## config.mk

```make
export PLATFORM = sky130hd
export DESIGN_NAME = cfg_fetch_seq
export DESIGN_NICKNAME = d
export VERILOG_FILES = /design/src/rtl/cfs_pkg.sv /design/src/rtl/cfs_rst_sync.sv /design/src/rtl/cfs_timer.sv /design/src/rtl/cfs_capture.sv /design/src/rtl/cfs_fsm.sv /design/src/rtl/cfg_fetch_seq.sv
export SDC_FILE = /design/constraint.sdc
export NUM_CORES = 1
export LEC_CHECK = 0
export ABC_AREA = 1
export BUFFER_PORTS_ARGS = -buffer_cell sky130_fd_sc_hd__buf_4
export CORE_MARGIN = 1
export CORE_UTILIZATION = 57
export DETAILED_ROUTE_END_ITERATION = 8
export GPL_ROUTABILITY_DRIVEN = 1
export PLACE_DENSITY = 0.94
export SLEW_MARGIN = 20
export SYNTH_ARGS = -nofsm -noshare
export SYNTH_HDL_FRONTEND = slang
export SYNTH_SLANG_ARGS = --single-unit
```

## constraint.sdc

```tcl
create_clock -name clk -period 1.4 [get_ports clk]
set_clock_uncertainty 0.1 [all_clocks]
set_input_delay 0.35 -clock clk [delete_from_list [all_inputs] [get_ports clk]]
set_output_delay 0.35 -clock clk [all_outputs]
set_load 0.005 [all_outputs]
```

## src/rtl/cfs_pkg.sv

```systemverilog
package cfs_pkg;

    typedef enum logic [2:0] {
        ST_IDLE_RESET  = 3'd0,
        ST_ADDR_STROBE = 3'd1,
        ST_ADDR_HOLD   = 3'd2,
        ST_DATA_STROBE = 3'd3,
        ST_DATA_SAMPLE = 3'd4,
        ST_RELEASE     = 3'd5,
        ST_RUN         = 3'd6
    } cfs_state_e;

    typedef struct packed {
        logic cs_n;
        logic as_n;
        logic rd_n;
        logic cpu_rst_n;
        logic vld;
    } cfs_pins_t;

    // Pin levels that belong to each state; strobes only in the two strobe states.
    function automatic cfs_pins_t cfs_decode(input cfs_state_e s);
        cfs_pins_t p;
        p.cs_n      = 1'b1;
        p.as_n      = 1'b1;
        p.rd_n      = 1'b1;
        p.cpu_rst_n = 1'b0;
        p.vld       = 1'b0;
        unique case (s)
            ST_ADDR_STROBE: begin
                p.cs_n = 1'b0;
                p.as_n = 1'b0;
            end
            ST_DATA_STROBE: begin
                p.cs_n = 1'b0;
                p.rd_n = 1'b0;
            end
            ST_RELEASE: begin
                p.vld = 1'b1;
            end
            ST_RUN: begin
                p.vld       = 1'b1;
                p.cpu_rst_n = 1'b1;
            end
            default: ;
        endcase
        return p;
    endfunction

endpackage

```

## src/rtl/cfs_rst_sync.sv

```systemverilog
module cfs_rst_sync #(
    parameter int STAGES = 2
) (
    input  logic clk,
    input  logic arst_n,
    output logic rst_n
);
    logic [STAGES-1:0] shift_q;

    always_ff @(posedge clk or negedge arst_n) begin
        if (!arst_n) begin
            shift_q <= '0;
        end else begin
            shift_q <= (shift_q << 1) | STAGES'(1);
        end
    end

    assign rst_n = shift_q[STAGES-1];

    initial begin
        stages_param_chk: assert (STAGES >= 1)
            else $error("cfs_rst_sync: STAGES must be at least 1");
    end
endmodule

```

## src/rtl/cfs_timer.sv

```systemverilog
module cfs_timer #(
    parameter int CNT_W = 3
) (
    input  logic             clk,
    input  logic             rst_n,
    input  logic             load,
    input  logic [CNT_W-1:0] load_val,
    output logic             expired
);
    logic [CNT_W-1:0] cnt_q;

    always_ff @(posedge clk or negedge rst_n) begin
        if (!rst_n) begin
            cnt_q <= '0;
        end else if (load) begin
            cnt_q <= load_val;
        end else if (cnt_q != '0) begin
            cnt_q <= cnt_q - CNT_W'(1);
        end
    end

    assign expired = (cnt_q == '0);
endmodule

```

## src/rtl/cfs_capture.sv

```systemverilog
module cfs_capture #(
    parameter int DW = 8
) (
    input  logic          clk,
    input  logic          rst_n,
    input  logic          grab,
    input  logic          publish,
    input  logic [DW-1:0] bus,
    output logic [DW-1:0] cfg_q
);
    logic [DW-1:0] stage_q;

    // Staging register takes the bus on the last data-strobe edge only.
    always_ff @(posedge clk or negedge rst_n) begin
        if (!rst_n) begin
            stage_q <= '0;
        end else if (grab) begin
            stage_q <= bus;
        end
    end

    // Visible register is loaded one settling cycle later.
    always_ff @(posedge clk or negedge rst_n) begin
        if (!rst_n) begin
            cfg_q <= '0;
        end else if (publish) begin
            cfg_q <= stage_q;
        end
    end


    grab_publish_excl_chk: assert property (@(posedge clk) disable iff (!rst_n)
        !(grab && publish));


    publish_follows_grab_chk: assert property (@(posedge clk) disable iff (!rst_n)
        grab |=> publish);
endmodule

```

## src/rtl/cfs_fsm.sv

```systemverilog
module cfs_fsm
    import cfs_pkg::*;
#(
    parameter int STROBE_W = 4,
    parameter int GAP_W    = 2
) (
    input  logic      clk,
    input  logic      rst_n,
    output cfs_pins_t pins,
    output logic      grab,
    output logic      publish
);
    localparam int SPAN  = (STROBE_W > GAP_W) ? STROBE_W : GAP_W;
    localparam int CNT_W = (SPAN < 2) ? 1 : $clog2(SPAN);

    cfs_state_e       state_q, state_d;
    logic             tmr_load, tmr_done;
    logic [CNT_W-1:0] tmr_val;

    // Next-state logic
    always_comb begin
        state_d = state_q;
        unique case (state_q)
            ST_IDLE_RESET:  state_d = ST_ADDR_STROBE;
            ST_ADDR_STROBE: if (tmr_done) state_d = ST_ADDR_HOLD;
            ST_ADDR_HOLD:   if (tmr_done) state_d = ST_DATA_STROBE;
            ST_DATA_STROBE: if (tmr_done) state_d = ST_DATA_SAMPLE;
            ST_DATA_SAMPLE: state_d = ST_RELEASE;
            ST_RELEASE:     state_d = ST_RUN;
            ST_RUN:         state_d = ST_RUN;
            default:        state_d = ST_IDLE_RESET;
        endcase
    end

    // Dwell counter is reloaded on every state change.
    always_comb begin
        tmr_load = (state_d != state_q);
        unique case (state_d)
            ST_ADDR_STROBE,
            ST_DATA_STROBE: tmr_val = CNT_W'(STROBE_W - 1);
            ST_ADDR_HOLD:   tmr_val = CNT_W'(GAP_W - 1);
            default:        tmr_val = '0;
        endcase
    end

    cfs_timer #(.CNT_W(CNT_W)) u_timer (
        .clk      (clk),
        .rst_n    (rst_n),
        .load     (tmr_load),
        .load_val (tmr_val),
        .expired  (tmr_done)
    );

    // State register
    always_ff @(posedge clk or negedge rst_n) begin
        if (!rst_n) begin
            state_q <= ST_IDLE_RESET;
        end else begin
            state_q <= state_d;
        end
    end

    // Output register: decoded from the next state so pins line up with state_q.
    always_ff @(posedge clk or negedge rst_n) begin
        if (!rst_n) begin
            pins <= cfs_decode(ST_IDLE_RESET);
        end else begin
            pins <= cfs_decode(state_d);
        end
    end

    assign grab    = (state_q == ST_DATA_STROBE) && tmr_done;
    assign publish = (state_q == ST_DATA_SAMPLE);

    initial begin
        widths_param_chk: assert (STROBE_W >= 1 && GAP_W >= 1)
            else $error("cfs_fsm: STROBE_W and GAP_W must be at least 1");
    end


    gap_after_addr_chk: assert property (@(posedge clk) disable iff (!rst_n)
        $rose(pins.as_n) |-> pins.rd_n);


    data_after_gap_chk: assert property (@(posedge clk) disable iff (!rst_n)
        $fell(pins.rd_n) |-> $past(state_q) == ST_ADDR_HOLD);


    addr_first_chk: assert property (@(posedge clk) disable iff (!rst_n)
        $fell(pins.as_n) |-> $past(state_q) == ST_IDLE_RESET);


    grab_then_quiet_chk: assert property (@(posedge clk) disable iff (!rst_n)
        grab |=> (pins.cs_n && !pins.vld));
endmodule

```

## src/rtl/cfg_fetch_seq.sv

```systemverilog
module cfg_fetch_seq
    import cfs_pkg::*;
#(
    parameter int STROBE_W    = 4,
    parameter int GAP_W       = 2,
    parameter int SYNC_STAGES = 2,
    parameter int DW          = 8
) (
    input  logic          clk,
    input  logic          rst_in_n,
    input  logic [DW-1:0] bus_in,
    output logic          cpu_rst_n,
    output logic          rtc_cs_n,
    output logic          rtc_as_n,
    output logic          rtc_rd_n,
    output logic [DW-1:0] cfg_q,
    output logic          cfg_vld
);
    logic      rst_n;
    cfs_pins_t pins;
    logic      grab, publish;

    cfs_rst_sync #(.STAGES(SYNC_STAGES)) u_sync (
        .clk    (clk),
        .arst_n (rst_in_n),
        .rst_n  (rst_n)
    );

    cfs_fsm #(.STROBE_W(STROBE_W), .GAP_W(GAP_W)) u_fsm (
        .clk     (clk),
        .rst_n   (rst_n),
        .pins    (pins),
        .grab    (grab),
        .publish (publish)
    );

    cfs_capture #(.DW(DW)) u_cap (
        .clk     (clk),
        .rst_n   (rst_n),
        .grab    (grab),
        .publish (publish),
        .bus     (bus_in),
        .cfg_q   (cfg_q)
    );

    assign rtc_cs_n  = pins.cs_n;
    assign rtc_as_n  = pins.as_n;
    assign rtc_rd_n  = pins.rd_n;
    assign cpu_rst_n = pins.cpu_rst_n;
    assign cfg_vld   = pins.vld;


    strobe_excl_chk: assert property (@(posedge clk) disable iff (!rst_n)
        !(!rtc_as_n && !rtc_rd_n));


    strobe_needs_cs_chk: assert property (@(posedge clk) disable iff (!rst_n)
        (!rtc_as_n || !rtc_rd_n) |-> !rtc_cs_n);


    cpu_hold_chk: assert property (@(posedge clk) disable iff (!rst_n)
        !cfg_vld |-> !cpu_rst_n);


    vld_leads_release_chk: assert property (@(posedge clk) disable iff (!rst_n)
        $rose(cpu_rst_n) |-> $past(cfg_vld) && $past(!cpu_rst_n));


    cfg_zero_chk: assert property (@(posedge clk) disable iff (!rst_n)
        !cfg_vld |-> cfg_q == '0);


    run_sticky_chk: assert property (@(posedge clk) disable iff (!rst_n)
        cpu_rst_n |=> cpu_rst_n && rtc_cs_n);


    cfg_stable_chk: assert property (@(posedge clk) disable iff (!rst_n)
        (cfg_vld && $past(cfg_vld)) |-> $stable(cfg_q));
endmodule

```

* After elaboration in Yosys (flattened, before gate mapping)
Cells that the tools add are included. W data, S select, Z words.
Word-level totals: bits in registers 28, bits of input ports 10, output and inout bits 13, word-level logic and storage cells 43
Operators by class: $add $sub $neg 1, equality and inequality tests 12, muxes and demuxes 12, reduce and logical (&&, ||, !) cells 8
Operators with widths (count):
- $pmux W3 S6 | 1
- $eq A3 B3 Y1 const B | 5
- $eq A3 B2 Y1 const B | 4
- $mux W3 | 3
- $eq A3 B1 Y1 const B | 2
- $reduce_or A2 Y1 | 3
- $mux W1 | 5
- $mux W2 | 2
- $pmux W2 S2 | 1
- $reduce_bool A2 Y1 | 2
- $logic_not A3 Y1 | 1
- $ne A3 B3 Y1 | 1
- $logic_not A2 Y1 | 1
- $sub A2 B1 Y2 const B | 1
- $logic_and A1 B1 Y1 | 1

* Logic depth before layout (Yosys ltp)
Gate-level depths: netlist of run 1.
depth in word-level cells 7, gate-level depth with buffers 9, depth with buffers taken out 8

* Cells and area by module
Synthesis of run 1 repeated with hierarchy kept, for this count alone.
Second synthesis, totals: cells, all modules 126, area, all modules 1144.8 um^2
By module, submodules not included:
- cfs_capture | times used 1, cells each 68, area an instance 610.6 um^2, seq. area each 400.4 um^2
- cfs_fsm | times used 1, cells each 38, area an instance 360.3 um^2, seq. area each 203.9 um^2
- cfs_timer | times used 1, cells each 17, area an instance 120.1 um^2, seq. area each 50.0 um^2
- cfs_rst_sync | times used 1, cells each 3, area an instance 53.8 um^2, seq. area each 50.0 um^2

* Least setup slack after synthesis of run 1
Ideal clock, no wire load.
path kind register -> register, from register u_fsm.u_timer.cnt_q[0], to register u_cap.stage_q[4], library setup time 0.118 ns, arrival 1.210 ns, data required time 1.182 ns, slack -0.028 ns, cell stages (with the launch flop) 8, path buffers 2, period minus slack after synthesis 1.428 ns, path through dfrtp_1 inv_1 ha_1 clkdlybuf4s15_2 nand3_4 buf_12 nor2_2 a21oi_2
Between the ends: word-level cells in the longest chain between the ends 2
RTL lines:
- from (decl) | line cfs_timer.sv:10 | logic [CNT_W-1:0] cnt_q;
- from (signal assigned) | line cfs_timer.sv:16 | cnt_q <= load_val;
- from (signal assigned) | line cfs_timer.sv:18 | cnt_q <= cnt_q - CNT_W'(1);
- $logic_not A2 Y1 | line cfs_timer.sv:22 | assign expired = (cnt_q == '0);
- $logic_and A1 B1 Y1 | line cfs_fsm.sv:72 | assign grab = (state_q == ST_DATA_STROBE) && tmr_done;
- to (signal assigned) | line cfs_capture.sv:18 | stage_q <= bus;
- to (decl) | line cfs_capture.sv:11 | logic [DW-1:0] stage_q;
No other way between the ends. A chain may end at the register's enable or synchronous reset.

* Final worst setup path of run 1
from register u_fsm.pins[2] (netlist name), to output rtc_rd_n
RTL lines:
- to (decl) | line cfg_fetch_seq.sv:15 | output logic rtc_rd_n,
No word-level cell between the ends.

==> flow_summary.yaml, run 1 <==
pwr:
  ir_worst_vdd_uv: 686
  combPwrFrac: 0.067
  seqPwrFrac: 0.645
  p_switching_mw: 0.271
  p_int_mw: 1.04
  sw_frac_of_total: 0.207
  power_frac_clock: 0.289
  leakagePower_nw: 0.708
  power-per-cell-area_nw_per_um2: 901
floorplanning:
  start_util: 0.608
  ios: 23
  die_area_um2: 2280
  rows: 16
  die_w_um: 47.8
  die_h_um: 47.8
  coreArea_um2: 1960
setup_path:
  crit_slowest_cell: "dfstp_2"
  reg2reg_from: "u_fsm.u_timer.cnt_q[0]"
  cp_num_buf_inv: 1
  end_kind: "primary output"
  cp.required_ns: 0.95
  worst-path-max-fanout: 1
  worstPathCellList: "buf_6"
  slowest_delay_ns: 0.55
  cp-start-kind: "register"
  r2r_slack_ns: 0.04
  crit_family: "flip-flops"
  critPathLaunch: "u_fsm.pins[2]"
  arrival_ns: 0.96
  timing.rr.end: "u_fsm.u_timer.cnt_q[1]"
  rr_worst_depth: 8
  worstSetupPathType: "reg -> out"
yosys:
  synth_cell_types: 23
  syn_area_um2: 1190
  syn_inst: 118
  syn_area_per_cell_um2: 10.1
  yosysWarnings: 0
  syn-num-nets: 129
  ys_seq_elements: 28
  ys_seq_area_frac: 0.590
finish:
  drive_gt1_frac: 0.363
  stdcell_area_um2: 1460
  fin_util: 0.743
  diodes: 0
  fillers: 149
  finalNetCount: 158
  synthToLayoutAreaGrowth_pct: 22.1
detailed_routing:
  via_per_inst: 4.94
  drtPass1Iterations: 4
  wl_per_cell_um: 12.3
  drcViolationCount: 0
  drtIter0Drc: 21
  wl_um: 2130
  drtAntennaViolNets: 0
  vias: 855
global_route:
  grt_pass1_vias: 777
  grt_max_degree: 24
  grtUsageTotal: 0.198
  grt_overflow: 0
  antenna_found_initial: 0
  grt_pass1_wl_um: 3130
clocking:
  clock_path_buffers: 2
  post-cts-setup-buffers: 0
  insertion_delay_ns: 0.32
  h-tree-depth: 1
  cts_sinks: 28
  cts_root_buffer: "clkbuf_4"
  cts_buffers: 3
  cts_tree: "built"
  clk_pin_slew_ns: 0.14
place:
  dp.final_hpwl_um: 1550
  dpl_worst_slack_ns: -0.0278
  gp_congestion: 0.898
  portBuffers: 22
  dpl_cell_area_um2: 1370
timing:
  rsz0062_at_grt: "yes"
  setup_violations: 2
  worst_slack_ns: -0.00506
  final.setup.tns_ns: -0.00635
  fin_crit_ns: 1.41
  post-route-period-util: 1.00
  clock.fmax_mhz: 712
  finalHoldViolCount: 0
  slew_violations: 0
status:
  status: "finished with violations"
  failed_checks: "setup timing"
hold_path:
  worstHoldPathType: "reg -> async"
job:
  maxCapViolations: 0
routing by layer:
| metal | global-route usage | share of wire | vias to the layer above |
|---|---|---|---|
| met4 | 0.0778 | 0.012 | 0 |
| li1 | - | - | 421 |
| met3 | 0.0415 | 0.040 | 5 |
| met2 | 0.349 | 0.51 | 25 |
| met5 | 0 | 0 | - |
| met1 | 0.235 | 0.44 | 404 |
cell usage after synthesis:
library cell,number,share of area
nand2_2,1,0.0052
nand3_4,2,0.029
inv_4,1,0.0052
nor2_1,10,0.031
nand2_1,26,0.082
dfstp_2,3,0.066
nor2_2,1,0.0052
a211oi_1,1,0.0063
clkinv_2,1,0.0042
nand3_1,2,0.0084
o211ai_1,1,0.0063
xor2_1,1,0.0073
ha_1,1,0.010
nand4_1,3,0.016
a21oi_1,1,0.0042
buf_6,1,0.0094
a21oi_2,8,0.059
clkdlybuf4s15_2,1,0.0094
buf_12,1,0.017
inv_1,17,0.053
dfrtp_1,25,0.52
conb_1,1,0.0031
o21ai_0,9,0.038
final cells by class:
type	instances	area, µm²	share of cell area
Tap cell	27	33.8	0.0232
Timing Repair Buffer	27	219	0.150
Clock buffer	4	36.3	0.0249
Multi-Input combinational cell	68	387	0.265
Sequential cell	28	707	0.485
Inverter	19	75.1	0.0515
sequential cells by signal, summed over array words and instances, names as in the netlist:
register	cells
u_fsm.u_timer.cnt_q	2
u_fsm.state_q	3
u_cap.cfg_q	8
u_fsm.pins	5
u_sync.shift_q	2
u_cap.stage_q	8
layout by cell type, fill, tap and decap left out, drive strengths merged, types with 2 or more instances in the layout:
master and n:
a21oi 9, buf 25, clkbuf 4, dfrtp 25
dfstp 3, dlygate4sd3 2, inv 18, nand2 27
nand3 4, nand4 3, nor2 11, o21ai 9
power by group through the flow:
| stage | registers (mW) | logic (mW) | clock network (mW) |
|---|---|---|---|
| 3_3_place_gp | 0.861 | 0.0799 | 0 |
| 5_1_grt | 0.850 | 0.100 | 0.413 |
| 2_1_floorplan | 0.871 | 0.0243 | 0 |
| 4_1_cts | 0.846 | 0.0893 | 0.386 |
| 3_5_place_dp | 0.863 | 0.0832 | 0 |
| 6_report | 0.847 | 0.0875 | 0.379 |
logic make-up after synthesis:
group                      after synthesis  synth area share
AOI/OAI and AO/OA                       20             0.113
xor gates and xnor gates                 1           0.00734
adders and majority gates                1            0.0105
buffers and inverters                   22            0.0985
DFF                                     28             0.590
other                                    1           0.00314
and+or+nand+nor                         45             0.177
timing repair:
| item | CTS | global route |
|---|---|---|
| hold buffers | 2 | 0 |
| gates resized for setup | 4 | 7 |
| hold endpoints to repair | 5 | 0 |
| pin swaps | 0 | 2 |
| setup endpoints to repair | 13 | 14 |
how the worst max path moves through the flow:
stage / endpoint / slack [ns] / cells after the start
2_1_floorplan: u_cap.stage_q[4] / 0.08 / 7
3_5_place_dp: u_fsm.u_timer.cnt_q[1] / -0.03 / 7
3_3_place_gp: u_cap.stage_q[5] / 0.06 / 5
4_1_cts: rtc_as_n / -0.009 / 1
5_1_grt: rtc_cs_n / -0.04 / 1
6_report: rtc_rd_n / -0.005 / 1
stage by stage:
stage	std cells	power, mW	hold slack, ns
after CTS	173	1.32	0.155
after detailed placement	167	0.946	-0.0429
after global routing	173	1.36	0.151
final	173	1.31	0.142
after floorplan	118	0.895	-0.0456
after global placement	167	0.941	-0.0514
Note: power is estimated with default switching activity, not from simulation.
==> run 2, diff against run 1 <==
Settings changed: CORE_UTILIZATION 57 to 53, PLACE_DENSITY 0.94 to 0.89.
Clock period 1.4 ns to 1.5 ns, I/O delays scaled along.
==> flow_summary.yaml, run 2 (synthesized netlist as in run 1, its figures left out) <==
finish:
  stdcell_area_um2: 1450
  drive_gt1_frac: 0.324
  fillers: 152
  multi_input_area_um2: 394
  synthToLayoutAreaGrowth_pct: 21.5
  final_cell_mix: "nand2_1, dfrtp_1, buf_4, inv_1, nor2_1"
  finalNetCount: 157
  top_regs: "u_cap.cfg_q x8, u_cap.stage_q x8, u_fsm.pins x5"
  diodes: 0
  ff_latch_area_um2: 704
  layout_commonest_cell: "nand2_1"
setup_path:
  worst-path-max-fanout: 1
  end_kind: "primary output"
  cp-start-kind: "register"
  crit_slowest_cell: "dfstp_2"
  cp.required_ns: 1.02
  slowest_delay_ns: 0.56
  worstPathCellList: "buf_4"
  rr_worst_depth: 7
  reg2reg_from: "u_fsm.u_timer.cnt_q[0]"
  timing.rr.end: "u_fsm.u_timer.cnt_q[0]"
  worstSetupPathType: "reg -> out"
  crit_family: "flip-flops"
  r2r_slack_ns: 0.10
  cp_num_buf_inv: 1
  arrival_ns: 0.98
detailed_routing:
  wl_per_cell_um: 12.2
  drcViolationCount: 0
  drtIter0Drc: 26
  via_per_inst: 5.03
  wl_um: 2100
  vias: 865
  drtPass1Iterations: 4
  drtAntennaViolNets: 0
place:
  gp_congestion: 0.807
  portBuffers: 22
  dpl_cell_area_um2: 1370
  dp.final_hpwl_um: 1440
timing:
  clock.fmax_mhz: 689
  setup_violations: 0
  rsz0062_at_grt: "no"
  final.setup.tns_ns: 0
  post-route-period-util: 0.968
  finalHoldViolCount: 0
  slew_violations: 0
  fin_crit_ns: 1.45
clocking:
  cts_sinks: 28
  cts_buffers: 3
  insertion_delay_ns: 0.32
  post-cts-setup-buffers: 0
  cts_root_buffer: "clkbuf_4"
  h-tree-depth: 1
  clk_pin_slew_ns: 0.15
  cts_tree: "built"
  clock_path_buffers: 2
global_route:
  grtUsageTotal: 0.183
  grt_max_degree: 27
  grt_pass1_wl_um: 3390
  grt_pass1_vias: 805
  antenna_found_initial: 0
  grt_overflow: 0
floorplanning:
  coreArea_um2: 2040
  die_h_um: 49.5
  start_util: 0.585
  rows: 16
  ios: 23
  die_area_um2: 2450
  die_w_um: 49.5
status:
  status: "finished, final reports clean"
pwr:
  power-per-cell-area_nw_per_um2: 932
  leakagePower_nw: 0.705
  ir_worst_vdd_uv: 548
hold_path:
  worstHoldPathType: "reg -> async"
job:
  maxCapViolations: 0
-- run 2: how the worst max path moves through the flow --
stage | start | to | slack (ns) | cells after the start
after floorplan | u_fsm.u_timer.cnt_q[0] | u_cap.stage_q[4] | 0.07 | 7
after global placement | u_fsm.u_timer.cnt_q[0] | u_cap.stage_q[1] | 0.16 | 5
after detailed placement | u_fsm.u_timer.cnt_q[0] | u_cap.stage_q[1] | 0.06 | 5
after CTS | u_fsm.pins[4] | rtc_cs_n | 0.04 | 1
after global routing | u_fsm.u_timer.cnt_q[0] | u_fsm.u_timer.cnt_q[1] | 0.01 | 7
final | u_fsm.pins[4] | rtc_cs_n | 0.05 | 1
-- run 2: report_power, final --
group / switching [mW] / leakage (nW) / internal (mW)
sequential: 0.00980 / 0.318 / 0.780
clock: 0.214 / 0.0279 / 0.270
combinational: 0.0358 / 0.359 / 0.0426
total: 0.260 / 0.705 / 1.09
-- run 2: stage by stage --
stage	util	hold WS, ns	std cells	total power, mW	setup WS (ns)
after CTS	0.699	0.148	171	1.36	0.0414
final	0.710	0.118	172	1.35	0.0481
after floorplan	-	-0.0206	118	0.835	0.0724
after detailed placement	0.669	0.0584	166	0.882	0.0590
after global routing	0.710	0.176	172	1.40	0.0148
after global placement	0.669	0.0580	166	0.878	0.164
-- run 2: metal layers --
| metal | GRT usage | vias to the layer above | share of wire |
|---|---|---|---|
| met5 | 0 | - | 0 |
| met4 | 0.0714 | 0 | 0.019 |
| met3 | 0.0278 | 8 | 0.050 |
| met2 | 0.324 | 29 | 0.51 |
| met1 | 0.225 | 407 | 0.42 |
| li1 | - | 421 | - |
-- run 2: area by class of cell --
| class | instances | area share |
|---|---|---|
| Clock buffer | 3 | 0.0155 |
| Clock inverter | 1 | 0.0207 |
| Inverter | 19 | 0.0518 |
| Multi-Input combinational cell | 69 | 0.272 |
| Sequential cell | 28 | 0.486 |
| Tap cell | 27 | 0.0233 |
| Timing Repair Buffer | 25 | 0.131 |
-- run 2: what timing repair did --
action	4_1_cts	5_1_grt
endpoints found under the setup margin	0	10
resized for setup	0	2
hold buffers	1	0
endpoints found under the hold margin	2	0
==> run 3, diff against run 2 <==
Settings changed: SETUP_SLACK_MARGIN from default to 0.3.
==> flow_summary.yaml, run 3 (synthesized netlist as in run 1, its figures left out) <==
status:
  status: "finished with violations"
  failed_checks: "hold timing"
detailed_routing:
  vias: 980
  drcViolationCount: 0
  drtIter0Drc: 27
  drtPass1Iterations: 4
  via_per_inst: 5.36
  drtAntennaViolNets: 0
  wl_per_cell_um: 15.5
  wl_um: 2840
setup_path:
  crit_family: "flip-flops"
  arrival_ns: 0.96
  crit_slowest_cell: "dfstp_2"
  slowest_delay_ns: 0.55
  rr_worst_depth: 7
  critPathLaunch: "u_fsm.pins[4]"
  path_depth: 1
  r2r_slack_ns: 0.17
  end_kind: "primary output"
  cp-start-kind: "register"
  worstSetupPathType: "reg -> out"
  crit_end: "rtc_cs_n"
  worstPathCellList: "buf_6"
  cp_num_buf_inv: 1
  cp.required_ns: 1.02
  reg2reg_from: "u_fsm.u_timer.cnt_q[0]"
  worst-path-max-fanout: 1
  timing.rr.end: "u_fsm.u_timer.cnt_q[1]"
pwr:
  ir_worst_vdd_uv: 623
  leakagePower_nw: 0.757
  power-per-cell-area_nw_per_um2: 720
global_route:
  grt_pass1_wl_um: 4230
  grtUsageTotal: 0.234
  grt_pass1_vias: 917
  grt_overflow: 0
  grt_max_degree: 22
  antenna_found_initial: 0
finish:
  drive_gt1_frac: 0.494
  instances_no_fill: 183
  top_regs: "u_cap.cfg_q x8, u_cap.stage_q x8, u_fsm.pins x5"
  layout_commonest_cell: "nand2_1"
  finalNetCount: 168
  diodes: 0
  final_cell_mix: "nand2_1, dfrtp_1, buf_4, buf_6, inv_1"
  synthToLayoutAreaGrowth_pct: 40.8
floorplanning:
  die_area_um2: 2450
  start_util: 0.585
  ios: 23
  die_w_um: 49.5
  coreArea_um2: 2040
  die_h_um: 49.5
  rows: 16
job:
  maxCapViolations: 0
clocking:
  cts_sinks: 28
  cts_tree: "built"
  clk_pin_slew_ns: 0.14
  h-tree-depth: 1
  clock_path_buffers: 2
  insertion_delay_ns: 0.33
  cts_root_buffer: "clkbuf_4"
  cts_buffers: 3
place:
  dp.final_hpwl_um: 1440
  dp_cells: 165
  gp_congestion: 0.864
  portBuffers: 22
timing:
  setup_violations: 0
  fin_crit_ns: 1.43
  clock.fmax_mhz: 697
  post-route-period-util: 0.957
  hold_ws_ns: -0.00792
  slew_violations: 0
  final.setup.tns_ns: 0
  finalHoldViolCount: 2
  rsz0062_at_grt: "yes"
hold_path:
  worstHoldPathType: "reg -> async"
## run 3: cell types whose count changed in the layout (fill, tap and decap cells not counted), moves of 3 or more
cell	before	now
buf_4	24	18
dfrtp_1	25	22
dfrtp_2	0	3
buf_6	0	15
nand3_4	2	5
nor2_1	10	2
nor2_4	0	7
inv_1	17	12
inv_2	0	3
## run 3: through the flow
| stage | worst slack, ns | cell area [µm²] | hold slack (ns) | util | power [mW] |
|---|---|---|---|---|---|
| final | 0.0652 | 1680 | -0.00792 | 0.823 | 1.21 |
| after global routing | 0.0294 | 1680 | 0.0272 | 0.823 | 1.26 |
| after CTS | 0.0650 | 1580 | 0.00113 | 0.771 | 1.20 |
| after detailed placement | 0.0666 | 1370 | -0.00515 | 0.669 | 0.885 |
| after global placement | 0.144 | 1370 | -0.0104 | 0.669 | 0.881 |
| after floorplan | 0.230 | 1200 | -0.0206 | - | 0.837 |
## run 3: how the worst min path moves through the flow
stage                 startpoint                 to  slack [ns]
4_1_cts        u_sync.shift_q[1]     u_cap.cfg_q[7]       0.001
3_3_place_gp   u_sync.shift_q[1]   u_cap.stage_q[7]       -0.01
5_1_grt        u_sync.shift_q[1]   u_cap.stage_q[7]        0.03
2_1_floorplan           rst_in_n  u_sync.shift_q[0]       -0.02
3_5_place_dp   u_sync.shift_q[1]      u_fsm.pins[0]      -0.005
6_report       u_sync.shift_q[1]     u_cap.cfg_q[7]      -0.008
## run 3: what timing repair did
item                                   CTS  global route
gates resized for setup                 35            16
cloned                                   2             1
buffers inserted                         5             5
hold buffers                             1             0
pin swaps                                6             4
setup endpoints to repair               36            36
endpoints found under the hold margin    2             0
## run 3: cell type report
class	count	area [µm²]
Fill cell	117	362
Clock buffer	4	26.3
Timing Repair Buffer	34	314
Sequential cell	28	708
Inverter	19	82.6
Tap cell	27	33.8
Multi-Input combinational cell	71	515
## run 3: power breakdown
group	total, mW	switching, mW	leakage [nW]	internal (mW)
logic	0.0991	0.0444	0.426	0.0547
clock network	0.316	0.212	0.0150	0.105
registers	0.794	0.0142	0.316	0.780
## run 3: layer usage
layer,track usage,share of wire
met4,0.100,0.019
met1,0.294,0.39
met5,0,0
met3,0.0401,0.040
met2,0.397,0.55
